[config.mk]
export PLATFORM = sky130hd
export DESIGN_NAME = slotirq_agg
export DESIGN_NICKNAME = d
export VERILOG_FILES = /design/src/rtl/slotirq_pkg.sv /design/src/rtl/slotirq_ctrl.sv /design/src/rtl/slotirq_dpath.sv /design/src/rtl/slotirq_agg.sv
export SDC_FILE = /design/constraint.sdc
export NUM_CORES = 1
export LEC_CHECK = 0
export ABC_CLOCK_PERIOD_IN_PS = 1900
export BUFFER_PORTS_ARGS = -buffer_cell sky130_fd_sc_hd__buf_2
export CAP_MARGIN = 10
export CORE_AREA = 2 2 90 92
export DETAILED_ROUTE_END_ITERATION = 8
export DIE_AREA = 0 0 92 94
export SLEW_MARGIN = 10
export SYNTH_ARGS = -nofsm -noshare
export SYNTH_HDL_FRONTEND = slang
export SYNTH_SLANG_ARGS = --single-unit
export TNS_END_PERCENT = 5
[constraint.sdc]
create_clock -name clk -period 1.9 [get_ports clk]
set_input_delay 0.095 -clock clk [delete_from_list [all_inputs] [get_ports clk]]
set_output_delay 0.095 -clock clk [all_outputs]
set_load 0.005 [all_outputs]
[src/rtl/slotirq_pkg.sv]
package slotirq_pkg;
  localparam int SLOTS    = 4;
  localparam int LINES    = 2;
  localparam int REQS     = SLOTS * LINES;
  localparam int DATA_W   = 16;
  localparam int CTRL_W   = 8;
  localparam int ADDR_W   = 4;
  localparam int SLOT_W   = $clog2(SLOTS);
  localparam int EDGE_BIT = 4;
  localparam int EN_BIT   = 6;
  localparam int ERR_BASE = 8;
  localparam int ERR_W    = 4;
  localparam int TO_BASE  = 12;

  typedef enum logic [1:0] {
    RD_ZERO,
    RD_CTRL,
    RD_STATUS
  } rdsel_e;

  typedef struct packed {
    logic [SLOTS-1:0]  ctrlWe;
    logic              statusWe;
    rdsel_e            rdSel;
    logic [SLOT_W-1:0] rdSlot;
  } strobe_t;
endpackage

[src/rtl/slotirq_ctrl.sv]
module slotirq_ctrl
  import slotirq_pkg::*;
(
  input  logic [ADDR_W-1:0] regAddr,
  input  logic              regWrite,
  output strobe_t           strb
);
  localparam logic [2:0] WORD_STATUS = 3'd6;

  logic [2:0] word;
  logic [2:0] wordMinus1;
  logic       isCtrl;

  assign word       = regAddr[3:1];
  assign wordMinus1 = word - 3'd1;
  assign isCtrl     = (word >= 3'd1) && (word <= 3'(SLOTS));

  for (genvar s = 0; s < SLOTS; s++) begin : g_we
    assign strb.ctrlWe[s] = regWrite && (word == 3'(s + 1));
  end

  assign strb.statusWe = regWrite && (word == WORD_STATUS);
  assign strb.rdSlot   = wordMinus1[SLOT_W-1:0];

  always_comb begin
    if (isCtrl)                    strb.rdSel = RD_CTRL;
    else if (word == WORD_STATUS)  strb.rdSel = RD_STATUS;
    else                           strb.rdSel = RD_ZERO;
  end


  always_comb begin
    one_strobe_chk: assert ($onehot0({strb.ctrlWe, strb.statusWe}));
  end
endmodule

[src/rtl/slotirq_dpath.sv]
module slotirq_dpath
  import slotirq_pkg::*;
#(
  parameter int SYNC_STAGES = 2
) (
  input  logic              clk,
  input  logic              rstN,
  input  strobe_t           strb,
  input  logic [DATA_W-1:0] wrData,
  input  logic [REQS-1:0]   intReq,
  input  logic [SLOTS-1:0]  timeoutPulse,
  output logic [DATA_W-1:0] rdData,
  output logic              hostIrq
);
  logic [CTRL_W-1:0] ctrlQ [SLOTS];
  logic [REQS-1:0]   syncQ [SYNC_STAGES];
  logic [REQS-1:0]   prevQ;
  logic [REQS-1:0]   reqS;
  logic [REQS-1:0]   enMask, edgeMask;
  logic [REQS-1:0]   rise, fall, clrInt;
  logic [REQS-1:0]   intStat;
  logic [SLOTS-1:0]  toStat, clrTo;
  logic              pulseQ;
  logic              levelAny;
  logic [DATA_W-1:0] statusWord;

  for (genvar s = 0; s < SLOTS; s++) begin : g_slot
    always_ff @(posedge clk or negedge rstN) begin
      if (!rstN)               ctrlQ[s] <= '0;
      else if (strb.ctrlWe[s]) ctrlQ[s] <= wrData[CTRL_W-1:0];
    end
    for (genvar n = 0; n < LINES; n++) begin : g_line
      assign enMask[s*LINES+n]   = ctrlQ[s][EN_BIT+n];
      assign edgeMask[s*LINES+n] = ctrlQ[s][EDGE_BIT+n];
    end
  end

  always_ff @(posedge clk or negedge rstN) begin
    if (!rstN) begin
      for (int k = 0; k < SYNC_STAGES; k++) syncQ[k] <= '0;
      prevQ <= '0;
    end else begin
      syncQ[0] <= intReq;
      for (int k = 1; k < SYNC_STAGES; k++) syncQ[k] <= syncQ[k-1];
      prevQ <= reqS;
    end
  end

  assign reqS   = syncQ[SYNC_STAGES-1];
  assign rise   = reqS & ~prevQ & enMask;
  assign fall   = ~reqS & prevQ & enMask;
  assign clrInt = strb.statusWe ? wrData[REQS-1:0] : '0;
  assign clrTo  = strb.statusWe ? wrData[TO_BASE +: SLOTS] : '0;

  always_ff @(posedge clk or negedge rstN) begin
    if (!rstN) begin
      intStat <= '0;
      toStat  <= '0;
      pulseQ  <= 1'b0;
    end else begin
      intStat <= rise | (intStat & ~fall & ~clrInt);
      toStat  <= timeoutPulse | (toStat & ~clrTo);
      pulseQ  <= |(rise & edgeMask & ~intStat);
    end
  end

  assign levelAny   = |(intStat & ~edgeMask);
  assign hostIrq    = levelAny ^ pulseQ;
  assign statusWord = {toStat, {ERR_W{1'b0}}, intStat};

  always_comb begin
    unique case (strb.rdSel)
      RD_CTRL:   rdData = {{(DATA_W-CTRL_W){1'b0}}, ctrlQ[strb.rdSlot]};
      RD_STATUS: rdData = statusWord;
      default:   rdData = '0;
    endcase
  end

  for (genvar i = 0; i < REQS; i++) begin : g_int_chk

    en_off_hold_chk: assert property (@(posedge clk) disable iff (!rstN)
      !enMask[i] |=> !$rose(intStat[i]));

    int_clr_chk: assert property (@(posedge clk) disable iff (!rstN)
      (strb.statusWe && wrData[i] && !(reqS[i] && !prevQ[i] && enMask[i])) |=> !intStat[i]);
  end

  for (genvar s = 0; s < SLOTS; s++) begin : g_to_chk

    to_set_chk: assert property (@(posedge clk) disable iff (!rstN)
      timeoutPulse[s] |=> toStat[s]);

    to_clr_chk: assert property (@(posedge clk) disable iff (!rstN)
      (strb.statusWe && wrData[TO_BASE+s] && !timeoutPulse[s]) |=> !toStat[s]);
  end
endmodule

[src/rtl/slotirq_agg.sv]
module slotirq_agg
  import slotirq_pkg::*;
#(
  parameter int SYNC_STAGES = 2
) (
  input  logic              clk,
  input  logic              rstN,
  input  logic [ADDR_W-1:0] regAddr,
  input  logic              regWrite,
  input  logic [DATA_W-1:0] regWrData,
  output logic [DATA_W-1:0] regRdData,
  input  logic [REQS-1:0]   intReq,
  input  logic [SLOTS-1:0]  timeoutPulse,
  output logic              hostIrq
);
  strobe_t strb;

  slotirq_ctrl u_ctrl (
    .regAddr (regAddr),
    .regWrite(regWrite),
    .strb    (strb)
  );

  slotirq_dpath #(.SYNC_STAGES(SYNC_STAGES)) u_dpath (
    .clk         (clk),
    .rstN        (rstN),
    .strb        (strb),
    .wrData      (regWrData),
    .intReq      (intReq),
    .timeoutPulse(timeoutPulse),
    .rdData      (regRdData),
    .hostIrq     (hostIrq)
  );
endmodule

==> run_summary.xml <==
<?xml version="1.0" encoding="UTF-8"?>
<metrics>
  <group name="status">
    <metric name="run_status" unit="">complete, no violations</metric>
  </group>
  <group name="timing">
    <metric name="finalMaxSlewViolations" unit="">0</metric>
    <metric name="relSlewSlack" unit="%">66.0</metric>
    <metric name="setup_tns" unit="ps">0</metric>
    <metric name="timing.fmax" unit="GHz">0.576</metric>
    <metric name="finalHoldWorstSlack" unit="ps">23.7</metric>
    <metric name="hold_violations" unit="">0</metric>
    <metric name="transition_time_of_the_tightest_slew_check_pin" unit="ps">508</metric>
    <metric name="setup_repair_after_global_routing_missed_its_margin" unit="">false</metric>
    <metric name="finalWorstPathRequiredPeriod" unit="ps">1740</metric>
    <metric name="final_skew" unit="ps">6.66</metric>
    <metric name="min_period_over_period" unit="%">91.4</metric>
    <metric name="setup-violations-final" unit="">0</metric>
  </group>
  <group name="drt">
    <metric name="m1WireLength" unit="mm">2.95</metric>
    <metric name="wire_per_inst" unit="um">15.3</metric>
    <metric name="final_antenna_net_count" unit="">0</metric>
    <metric name="detail_route.wirelength" unit="mm">6.40</metric>
    <metric name="drt_drc_violations_left" unit="">0</metric>
    <metric name="met2_wirelength" unit="mm">2.97</metric>
    <metric name="num_vias" unit="">2084</metric>
    <metric name="drt-vias-per-instance" unit="">4.97</metric>
    <metric name="highest-signal-layer" unit="">met4</metric>
    <metric name="drtPass1Iterations" unit="">4</metric>
    <metric name="met3WireLength" unit="um">326</metric>
    <metric name="dr.first_iter.drc_count" unit="">166</metric>
  </group>
  <group name="synthesis">
    <metric name="yosysTopAreaCellShare" unit="%">57.3</metric>
    <metric name="synth_top_flop_cell" unit="">dfrtp_1</metric>
    <metric name="post_synth_main_area_contributors" unit="">dfrtp_1 57%, mux2_2 12%, mux4_2 6.0%</metric>
    <metric name="synthMostInstantiatedCell" unit="">dfrtp_1</metric>
    <metric name="yosys.area_share.simple" unit="%">11.4</metric>
    <metric name="post_synth_xor_area_fraction" unit="%">0.291</metric>
    <metric name="synth-edff-count" unit="">0</metric>
    <metric name="synth_top_cell_by_area" unit="">dfrtp_1</metric>
    <metric name="synth_cell_type_count" unit="">27</metric>
    <metric name="yosys_warnings" unit="">0</metric>
    <metric name="postSynthCellCount" unit="">243</metric>
    <metric name="synthTopCellsByCount" unit="">69 x dfrtp_1, 32 x mux2_2, 20 x nand2_1, 19 x inv_1, 10 x nand4_1</metric>
    <metric name="synth-compound-area-share" unit="%">7.02</metric>
    <metric name="synth-seq-area-share" unit="%">57.3</metric>
    <metric name="synthMuxAreaShare" unit="%">17.9</metric>
    <metric name="synthesized_area_divided_by_synthesized_cell_count" unit="sq um">12.4</metric>
    <metric name="yosys.area_share.adder" unit="%">1.66</metric>
    <metric name="post_synth_instance_area" unit="sq mm">0.00301</metric>
    <metric name="synthArstFlopShare" unit="%">100</metric>
    <metric name="synth_top_family_by_area" unit="">multiplexers</metric>
    <metric name="ys_seq_elements" unit="">69</metric>
  </group>
  <group name="critical_path">
    <metric name="critical_path_class" unit="">flop to output pin</metric>
    <metric name="worstPathArrival" unit="ps">1640</metric>
    <metric name="worst_ep_required_time" unit="ps">1800</metric>
    <metric name="worstPathMaxFanout" unit="">5</metric>
    <metric name="worst_setup_path_end_kind" unit="">output pin</metric>
    <metric name="critical_path_launch_point_type" unit="">flop</metric>
  </group>
  <group name="global_route">
    <metric name="grt_max_degree" unit="">70</metric>
    <metric name="initial_antenna_violation_count" unit="">0</metric>
    <metric name="grt.total_usage" unit="%">16.8</metric>
    <metric name="first_pass_grt_wire_length" unit="mm">10.8</metric>
    <metric name="grt_pass1_vias" unit="">2167</metric>
    <metric name="grt_overflow" unit="">0</metric>
  </group>
  <group name="clocking">
    <metric name="path_clk_slew" unit="ps">70</metric>
    <metric name="htree_levels" unit="">3</metric>
    <metric name="cts_setup_buffers" unit="">0</metric>
    <metric name="cts-resized-gates" unit="">0</metric>
    <metric name="clock_sinks" unit="">69</metric>
    <metric name="cts_hold_buf" unit="">13</metric>
    <metric name="root_buffer" unit="">clkbuf_8</metric>
    <metric name="tritoncts.num_buffers" unit="">9</metric>
    <metric name="clock_path_buffers" unit="">2</metric>
    <metric name="clk-insertion-delay-late" unit="ps">340</metric>
    <metric name="cts_tree" unit="">built</metric>
  </group>
  <group name="layout">
    <metric name="post_route_cells_drive_above_1_share" unit="%">34.7</metric>
    <metric name="multi_input_area" unit="sq mm">0.00117</metric>
    <metric name="antennaDiodeCount" unit="">0</metric>
    <metric name="post_layout_net_count" unit="">353</metric>
    <metric name="nFillCells" unit="">701</metric>
    <metric name="seqCellArea" unit="sq mm">0.00173</metric>
    <metric name="post_layout_nonfiller_instances" unit="">419</metric>
    <metric name="area_growth" unit="%">23.6</metric>
  </group>
  <group name="flow_run">
    <metric name="max_cap_violations" unit="">0</metric>
  </group>
  <group name="die">
    <metric name="floorplan.io_pins" unit="">52</metric>
    <metric name="core_area" unit="sq mm">0.00761</metric>
    <metric name="fp-row-count" unit="">32</metric>
    <metric name="die-area" unit="sq mm">0.00865</metric>
    <metric name="die_width" unit="um">92</metric>
    <metric name="floorplan.initialDensity" unit="%">39.6</metric>
    <metric name="die_height" unit="um">94</metric>
  </group>
  <group name="min_path">
    <metric name="min_path_type" unit="">input pin to flop</metric>
  </group>
  <group name="power">
    <metric name="power.density_cell_area" unit="mW/mm^2">1010</metric>
    <metric name="leakagePower" unit="nW">1.69</metric>
    <metric name="report.power.total" unit="mW">3.75</metric>
    <metric name="irDropWorstVdd" unit="V">0.000619</metric>
  </group>
  <group name="placed_design">
    <metric name="dpl.hpwl" unit="mm">4.33</metric>
    <metric name="weighted_congestion_reported_at_the_end_of_routability_driven_placement" unit="">0.809</metric>
    <metric name="place.port_buffers" unit="">42</metric>
    <metric name="placed_cells" unit="">392</metric>
  </group>
</metrics>
cell families after synthesis:
kind of cell,Yosys count
other,1
AOI/OAI and AO/OA,33
buffers and inverters,27
and+or+nand+nor,68
DFF,69
xor gates and xnor gates,1
adders and majority gates,4
muxes,40
cell usage in the layout (no fill, tap or decap), types with 9 or more instances in the layout:
| master | count |
|---|---|
| mux2_2 | 32 |
| nor2_1 | 9 |
| nand4_1 | 10 |
| nand2b_1 | 9 |
| dlygate4sd3_1 | 13 |
| clkbuf_8 | 12 |
| buf_4 | 9 |
| nand2_1 | 20 |
| inv_1 | 19 |
| dfrtp_1 | 69 |
| buf_2 | 42 |
| nand3_1 | 9 |
final timing paths:
| kind | from | end | slack, ps | cells past startpoint |
|---|---|---|---|---|
| hold reg to reg | u_dpath.syncQ[13]$_DFF_PN0_ | u_dpath.reqS[5]$_DFF_PN0_ | 350 | 0 |
| min in group asynchronous | rstN | u_dpath.syncQ[8]$_DFF_PN0_ | 290 | 3 |
| setup reg to reg | u_dpath.intStat[3]$_DFF_PN0_ | u_dpath.pulseQ$_DFF_PN0_ | 770 | 4 |
| setup / recovery | u_dpath.intStat[7]$_DFF_PN0_ | hostIrq | 160 | 5 |
| hold / removal | regWrData[15] | u_dpath.toStat[3]$_DFF_PN0_ | 20 | 3 |
| max in group asynchronous | rstN | u_dpath.intStat[0]$_DFF_PN0_ | 1280 | 3 |
per-layer routing:
metal,global-route usage (%),vias up
met5,0,-
met4,7.34,0
met3,5.38,12
met2,25.3,53
met1,22.4,1030
li1,-,989
metrics by stage:
stage                     cell area (sq um)  utilization, %  setup slack, ps
final                                  3720            48.9              163
after global routing                   3720            48.9            0.272
after CTS                              3720            48.9              167
after detailed placement               3390            44.6              328
after global placement                 3390            44.6              340
after floorplan                        3020               -              435
report_power, final:
| part | internal, mW | switching, mW | total (mW) |
|---|---|---|---|
| registers | 1.69 | 0.190 | 1.88 |
| clock network | 0.700 | 0.504 | 1.20 |
| logic | 0.391 | 0.274 | 0.665 |
registers in the layout (all words and copies together) (netlist names):
register / cells
u_dpath.toStat: 4
u_dpath.syncQ: 8
u_dpath.reqS: 8
u_dpath.prevQ: 8
u_dpath.intStat: 8
u_dpath.ctrlQ: 32
u_dpath.pulseQ: 1
critical path, stage by stage (launching register included):
cell	delay, ps
dfrtp_1	430
inv_1	90
o22ai_1	60
nor4_1	410
xnor2_1	170
buf_2	140
layout make-up:
class | instances | area share, %
tap | 102 | 3.43
inverter | 19 | 1.92
multi-input combinational | 150 | 31.4
clock buffer | 13 | 4.54
sequential | 69 | 46.4
timing repair buffer | 65 | 11.5
clock inverter | 1 | 0.807
Note: power is estimated with default switching activity, not from simulation.
